==> config.mk <==
export PLATFORM = sky130hd
export DESIGN_NAME = rst_pulse_gen
export DESIGN_NICKNAME = d
export VERILOG_FILES = /design/src/rtl/rstgen_pkg.sv /design/src/rtl/rstgen_req_gate.sv /design/src/rtl/rstgen_seq.sv /design/src/rtl/rstgen_cause.sv /design/src/rtl/rst_pulse_gen.sv
export SDC_FILE = /design/constraint.sdc
export NUM_CORES = 1
export LEC_CHECK = 0
export ABC_CLOCK_PERIOD_IN_PS = 7400
export BUFFER_PORTS_ARGS = -buffer_cell sky130_fd_sc_hd__buf_2
export CORE_ASPECT_RATIO = 0.5
export CORE_UTILIZATION = 45
export CTS_CLUSTER_SIZE = 12
export DETAILED_ROUTE_END_ITERATION = 8
export GPL_ROUTABILITY_DRIVEN = 0
export GPL_TIMING_DRIVEN = 0
export HOLD_SLACK_MARGIN = 0.12
export PLACE_DENSITY = 0.65
export SLEW_MARGIN = 20
export SYNTH_ARGS = -nofsm -noshare
export SYNTH_HDL_FRONTEND = slang
export SYNTH_SLANG_ARGS = --single-unit
==> constraint.sdc <==
create_clock -name clk_i -period 7.4 [get_ports clk_i]
set_input_delay 1.48 -clock clk_i [delete_from_list [all_inputs] [get_ports clk_i]]
set_output_delay 1.48 -clock clk_i [all_outputs]
set_load 0.02 [all_outputs]
==> src/rtl/rstgen_pkg.sv <==
package rstgen_pkg;
  localparam int NUM_INT = 5;
  localparam int CAUSE_W = NUM_INT + 1;
  localparam int IDX_POR = 0;
  localparam int IDX_LVR = 1;
  localparam int IDX_CM  = 2;
  localparam int IDX_WD  = 3;
  localparam int IDX_ILL = 4;
  localparam int IDX_EXT = 5;

  typedef enum logic [1:0] {
    ST_IDLE  = 2'd0,
    ST_DRIVE = 2'd1,
    ST_WAIT  = 2'd2,
    ST_REL   = 2'd3
  } seq_state_e;

  // lowest index = highest rank
  function automatic logic [NUM_INT-1:0] pick_first(input logic [NUM_INT-1:0] v);
    logic [NUM_INT-1:0] r;
    logic found;
    r = '0;
    found = 1'b0;
    for (int i = 0; i < NUM_INT; i++) begin
      if (v[i] && !found) begin
        r[i] = 1'b1;
        found = 1'b1;
      end
    end
    return r;
  endfunction
endpackage

==> src/rtl/rstgen_req_gate.sv <==
module rstgen_req_gate
  import rstgen_pkg::*;
#(
  parameter int RATE_W = 3
) (
  input  logic               clk_i,
  input  logic               rst_ni,
  input  logic               por_req_i,
  input  logic               lvr_req_i,
  input  logic               cm_req_i,
  input  logic               wd_req_i,
  input  logic               ill_req_i,
  input  logic               osc_en_i,
  input  logic [RATE_W-1:0]  wd_rate_i,
  output logic [NUM_INT-1:0] new_req_o
);
  logic [NUM_INT-1:0] eff;
  logic [NUM_INT-1:0] prev_q;

  always_comb begin
    eff          = '0;
    eff[IDX_POR] = por_req_i;
    eff[IDX_LVR] = lvr_req_i;
    eff[IDX_CM]  = cm_req_i & osc_en_i;
    eff[IDX_WD]  = wd_req_i & (|wd_rate_i);
    eff[IDX_ILL] = ill_req_i;
  end

  always_ff @(posedge clk_i or negedge rst_ni) begin
    if (!rst_ni) prev_q <= '0;
    else         prev_q <= eff;
  end

  assign new_req_o = eff & ~prev_q;
endmodule

==> src/rtl/rstgen_seq.sv <==
module rstgen_seq
  import rstgen_pkg::*;
#(
  parameter int LOW_CYCLES  = 512,
  parameter int WAIT_CYCLES = 256
) (
  input  logic clk_i,
  input  logic rst_ni,
  input  logic req_any_i,
  input  logic pin_i,
  output logic drive_o,
  output logic active_o,
  output logic sample_o
);
  localparam int MAXC  = (LOW_CYCLES > WAIT_CYCLES) ? LOW_CYCLES : WAIT_CYCLES;
  localparam int CNT_W = (MAXC > 1) ? $clog2(MAXC) : 1;
  localparam logic [CNT_W-1:0] LOW_LAST  = CNT_W'(LOW_CYCLES - 1);
  localparam logic [CNT_W-1:0] WAIT_LAST = CNT_W'(WAIT_CYCLES - 1);

  seq_state_e        state_q;
  logic [CNT_W-1:0]  cnt_q;
  logic              start;

  assign start    = req_any_i | ((state_q == ST_IDLE) & ~pin_i);
  assign sample_o = (state_q == ST_WAIT) & (cnt_q == WAIT_LAST) & ~req_any_i;

  always_ff @(posedge clk_i or negedge rst_ni) begin
    if (!rst_ni) begin
      state_q <= ST_IDLE;
      cnt_q   <= '0;
    end else if (start) begin
      state_q <= ST_DRIVE;
      cnt_q   <= '0;
    end else begin
      case (state_q)
        ST_DRIVE: begin
          if (cnt_q == LOW_LAST) begin
            state_q <= ST_WAIT;
            cnt_q   <= '0;
          end else begin
            cnt_q <= cnt_q + 1'b1;
          end
        end
        ST_WAIT: begin
          if (cnt_q == WAIT_LAST) begin
            state_q <= ST_REL;
            cnt_q   <= '0;
          end else begin
            cnt_q <= cnt_q + 1'b1;
          end
        end
        ST_REL:  state_q <= ST_IDLE;
        default: state_q <= ST_IDLE;
      endcase
    end
  end

  assign drive_o  = (state_q == ST_DRIVE);
  assign active_o = (state_q != ST_IDLE);
endmodule

==> src/rtl/rstgen_cause.sv <==
module rstgen_cause
  import rstgen_pkg::*;
(
  input  logic               clk_i,
  input  logic               rst_ni,
  input  logic [NUM_INT-1:0] new_req_i,
  input  logic               sample_i,
  input  logic               pin_i,
  output logic [CAUSE_W-1:0] cause_o
);
  logic [NUM_INT-1:0] latched_q;
  logic [CAUSE_W-1:0] cause_q;
  logic [CAUSE_W-1:0] next_cause;

  always_comb begin
    if (!pin_i || (latched_q == '0)) begin
      next_cause          = '0;
      next_cause[IDX_EXT] = 1'b1;
    end else begin
      next_cause = {1'b0, pick_first(latched_q)};
    end
  end

  always_ff @(posedge clk_i or negedge rst_ni) begin
    if (!rst_ni) begin
      latched_q <= '0;
      cause_q   <= '0;
    end else if (sample_i) begin
      latched_q <= '0;
      cause_q   <= next_cause;
    end else begin
      latched_q <= latched_q | new_req_i;
    end
  end

  assign cause_o = cause_q;
endmodule

==> src/rtl/rst_pulse_gen.sv <==
module rst_pulse_gen
  import rstgen_pkg::*;
#(
  parameter int LOW_CYCLES  = 512,
  parameter int WAIT_CYCLES = 256,
  parameter int RATE_W      = 3
) (
  input  logic               clk_i,
  input  logic               rst_ni,
  input  logic               por_req_i,
  input  logic               lvr_req_i,
  input  logic               cm_req_i,
  input  logic               wd_req_i,
  input  logic               ill_req_i,
  input  logic               osc_en_i,
  input  logic [RATE_W-1:0]  wd_rate_i,
  input  logic               pin_i,
  output logic               pin_drive_o,
  output logic               sys_rst_o,
  output logic [CAUSE_W-1:0] cause_o
);
  logic [NUM_INT-1:0] new_req;
  logic               sample;

  rstgen_req_gate #(.RATE_W(RATE_W)) u_gate (
    .clk_i     (clk_i),
    .rst_ni    (rst_ni),
    .por_req_i (por_req_i),
    .lvr_req_i (lvr_req_i),
    .cm_req_i  (cm_req_i),
    .wd_req_i  (wd_req_i),
    .ill_req_i (ill_req_i),
    .osc_en_i  (osc_en_i),
    .wd_rate_i (wd_rate_i),
    .new_req_o (new_req)
  );

  rstgen_seq #(.LOW_CYCLES(LOW_CYCLES), .WAIT_CYCLES(WAIT_CYCLES)) u_seq (
    .clk_i     (clk_i),
    .rst_ni    (rst_ni),
    .req_any_i (|new_req),
    .pin_i     (pin_i),
    .drive_o   (pin_drive_o),
    .active_o  (sys_rst_o),
    .sample_o  (sample)
  );

  rstgen_cause u_cause (
    .clk_i     (clk_i),
    .rst_ni    (rst_ni),
    .new_req_i (new_req),
    .sample_i  (sample),
    .pin_i     (pin_i),
    .cause_o   (cause_o)
  );
endmodule

==> impl_metrics.toml <==
[floorplan]
core_um2 = 2750
die_w_um = 80.1
ios = 20
die_h_um = 41.1
initial_utilization_pct = 50.0
rows = 13
dieArea_um2 = 3290

[cts]
cts_tree = "done"
clkSinkCount = 27
cts_hold_buf = 0
h-tree-depth = 1
cts_setup_buffers = 0
clkTransAtPathRegs_ns = 0.10
cts_made_buffers = 3
ctsResizeCount = 0
insertion_delay_ns = 0.27
cts_buffer_depth = 2
clock-root-buffer = "clkbuf_8"

[worst_setup_path]
slowest_stage = "a211oi_4"
crit_chain = "buf_2 -> o31a_1 -> a211oi_4 -> and4_1 -> buf_6 -> mux2_1"
startpoint_type = "input pin"
cp.buffers_inverters = 2
arrival_ns = 3.19
critPathMaxFanout = 10
endpoint_kind = "flip-flop"
path_delay_family = "compound AO/OA/AOI/OAI gates"
critPathMaxStageDelay_ns = 0.47
cp.required_ns = 7.57
critPathKind = "in -> reg"

[placement]
dp_cells = 186
pre_cts_ws_ns = 4.07
dpl.hpwl_um = 1810
placed_cell_area_um2 = 1520
io_buffer_count = 19

[layout]
fill_cells = 239
antenna_cells = 0
drive_gt1_share_pct = 18.3
stdcell_count = 190
design_area_um2 = 1560
multi_input_area_um2 = 646
sequential_cell_area_um2 = 676
area_growth_pct = 13.8
final_nets = 173

[logic_synthesis]
syn_area_um2 = 1370
async_flop_share_pct = 100
synth_area_per_cell_um2 = 10.6
synthesis.nets = 149
synth_cell_types = 32
ys.warnings.count = 0
synth_cells = 130
synth_flop_cell = "dfrtp_1"
seq_area_frac_synth_pct = 49.2
synth_edf_count = 0
synth_seq_cells = 27

[route]
dr.pass1.iters = 4
drc = 0
drt_iter0_drc = 34
drt_wl_total_um = 2480
via_per_inst = 5.26
wire_per_inst_um = 13.1
antenna_left = 0
num_vias = 1000

[pwr]
p_sw_share_pct = 24.6
powerDensity_nw_per_um2 = 169
p_seq_share_pct = 58.8
leakage_nw = 0.745
power.share.clock_pct = 32.4
internal_power_mw = 0.199
power.switching_mw = 0.0650
vdd_drop_max_mv = 0.0882
pwr-share-comb_pct = 8.8

[timing]
fmax_ghz = 0.330
holdWs_ns = 0.493
tns_ns = 0
fin_skew_ns = 0.00812
final_max_slew_viol_count = 0
grt_setup_unrepaired = "false"
setup_viol = 0
period_share_pct = 40.9
worstMarginPinSlew_ns = 0.808
timing_hold_violations_final = 0
worst_slack_ns = 4.37
slew_headroom_pct = 45.4
fin_crit_ns = 3.03

[grt]
globalRouteTotalUtil_pct = 17.7
grt_start_max_net_pins = 28
grt_pass1_vias = 927
antenna_found_initial = 0
grt_pass1_wl_um = 4170
grt_overflow_total = 0

[flow_run]
maxCapViolCount = 0

[worst_hold_path]
hold_path.class = "reg -> reg"

[outcome]
status = "complete, no violations"
## kinds of logic after synthesis
family / Yosys count / synth area share [%]
buf+inv: 10 / 3.83
compound gates: 23 / 12.8
simple gates: 56 / 22.4
xor+xnor: 1 / 0.638
flops: 27 / 49.2
fa+ha+maj: 7 / 6.37
mux: 6 / 4.83
## routing by layer
metal	vias to the layer above	GRT usage [%]	part of all wire, %
met5	-	0	0
met3	2	6.00	3.1
met2	11	33.3	45
met4	0	4.02	0.52
met1	476	20.5	51
li1	511	-	-
## layout make-up
type / count / area share (%)
buffer: 3 / 1.68
clock buffer: 3 / 2.64
clock inverter: 1 / 0.480
inverter: 7 / 1.68
multi-input combinational: 93 / 41.3
sequential: 27 / 43.2
tap: 37 / 2.96
timing repair buffer: 19 / 6.08
## layout by cell type (no fill, tap or decap)
master	synthesis	layout
o31a_1	1	1
and3_1	5	5
and4_1	1	1
a211oi_1	1	1
a31oi_1	11	11
nand2_1	7	7
nand2b_1	2	2
clkbuf_8	0	3
clkbuf_1	1	1
nor3b_1	1	1
clkinvlp_4	0	1
and2_1	1	1
o21bai_1	1	1
mux2_1	4	4
nand3b_1	5	5
and3b_1	2	2
ha_1	7	7
a21oi_1	4	4
nor3_1	1	1
dfrtp_1	27	27
o21ai_0	3	3
nor2b_1	5	5
mux2_2	1	1
buf_6	2	2
nand3_1	6	6
nor4b_1	2	2
inv_1	7	7
xnor2_1	1	1
a2111oi_4	1	1
nor2_1	16	16
mux2i_1	1	1
or3b_1	1	1
a211oi_4	1	1
or4_1	1	1
buf_2	0	19
## Yosys cell counts, types with 2 or more instances
cell type / count / area [um^2]
ha_1: 7 / 87.6
nor2b_1: 5 / 31.3
o21ai_0: 3 / 15.0
nand3_1: 6 / 30.0
inv_1: 7 / 26.3
mux2_1: 4 / 45.0
nor2_1: 16 / 60.1
nand3b_1: 5 / 37.5
nor4b_1: 2 / 17.5
nand2b_1: 2 / 12.5
and3_1: 5 / 31.3
dfrtp_1: 27 / 676
nand2_1: 7 / 26.3
buf_6: 2 / 22.5
and3b_1: 2 / 17.5
a31oi_1: 11 / 68.8
a21oi_1: 4 / 20.0
## power groups by stage
| stage | combinational, mW | sequential [mW] | clock, mW |
|---|---|---|---|
| finish | 0.0232 | 0.155 | 0.0854 |
| global route | 0.0261 | 0.156 | 0.0947 |
| CTS | 0.0237 | 0.155 | 0.0884 |
| detailed placement | 0.0235 | 0.158 | 0 |
| global placement | 0.0228 | 0.158 | 0 |
| floorplan | 0.0143 | 0.157 | 0 |
## worst paths after layout
kind	depth (start not counted)	startpoint	slack, ns	endpoint
max	6	wd_rate_i[1]	4.37	u_cause.cause_o[1]$_DFFE_PN0P_
min	1	u_cause.cause_o[4]$_DFFE_PN0P_	0.49	u_cause.cause_o[4]$_DFFE_PN0P_
max reg2reg	10	u_seq.cnt_q[0]$_DFFE_PN0P_	4.49	u_seq.cnt_q[2]$_DFFE_PN0P_
min reg2reg	1	u_cause.cause_o[4]$_DFFE_PN0P_	0.49	u_cause.cause_o[4]$_DFFE_PN0P_
max in group asynchronous	1	rst_ni	5.81	u_gate.prev_q[0]$_DFF_PN0_
min in group asynchronous	1	rst_ni	1.20	u_gate.prev_q[3]$_DFF_PN0_
## worst register-to-register path, delay by kind of cell (launching register included)
family | cells | cell delay [ns]
flops | 1 | 0.42
compound gates | 2 | 0.66
fa+ha+maj | 2 | 0.42
simple gates | 5 | 1.12
buf+inv | 1 | 0.19
## state kept, by name, indices dropped and copies added, names as in the netlist
signal,flops
u_cause.latched_q,5
u_gate.prev_q,5
u_cause.cause_o,6
u_seq.state_q,2
u_seq.cnt_q,9
## stage by stage
stage | util [%] | total power, mW
floorplan | - | 0.171
global placement | 55.1 | 0.181
detailed placement | 55.1 | 0.181
CTS | 56.9 | 0.267
global route | 56.9 | 0.277
finish | 56.9 | 0.264
No activity file was read; power rests on OpenSTA's default activity.
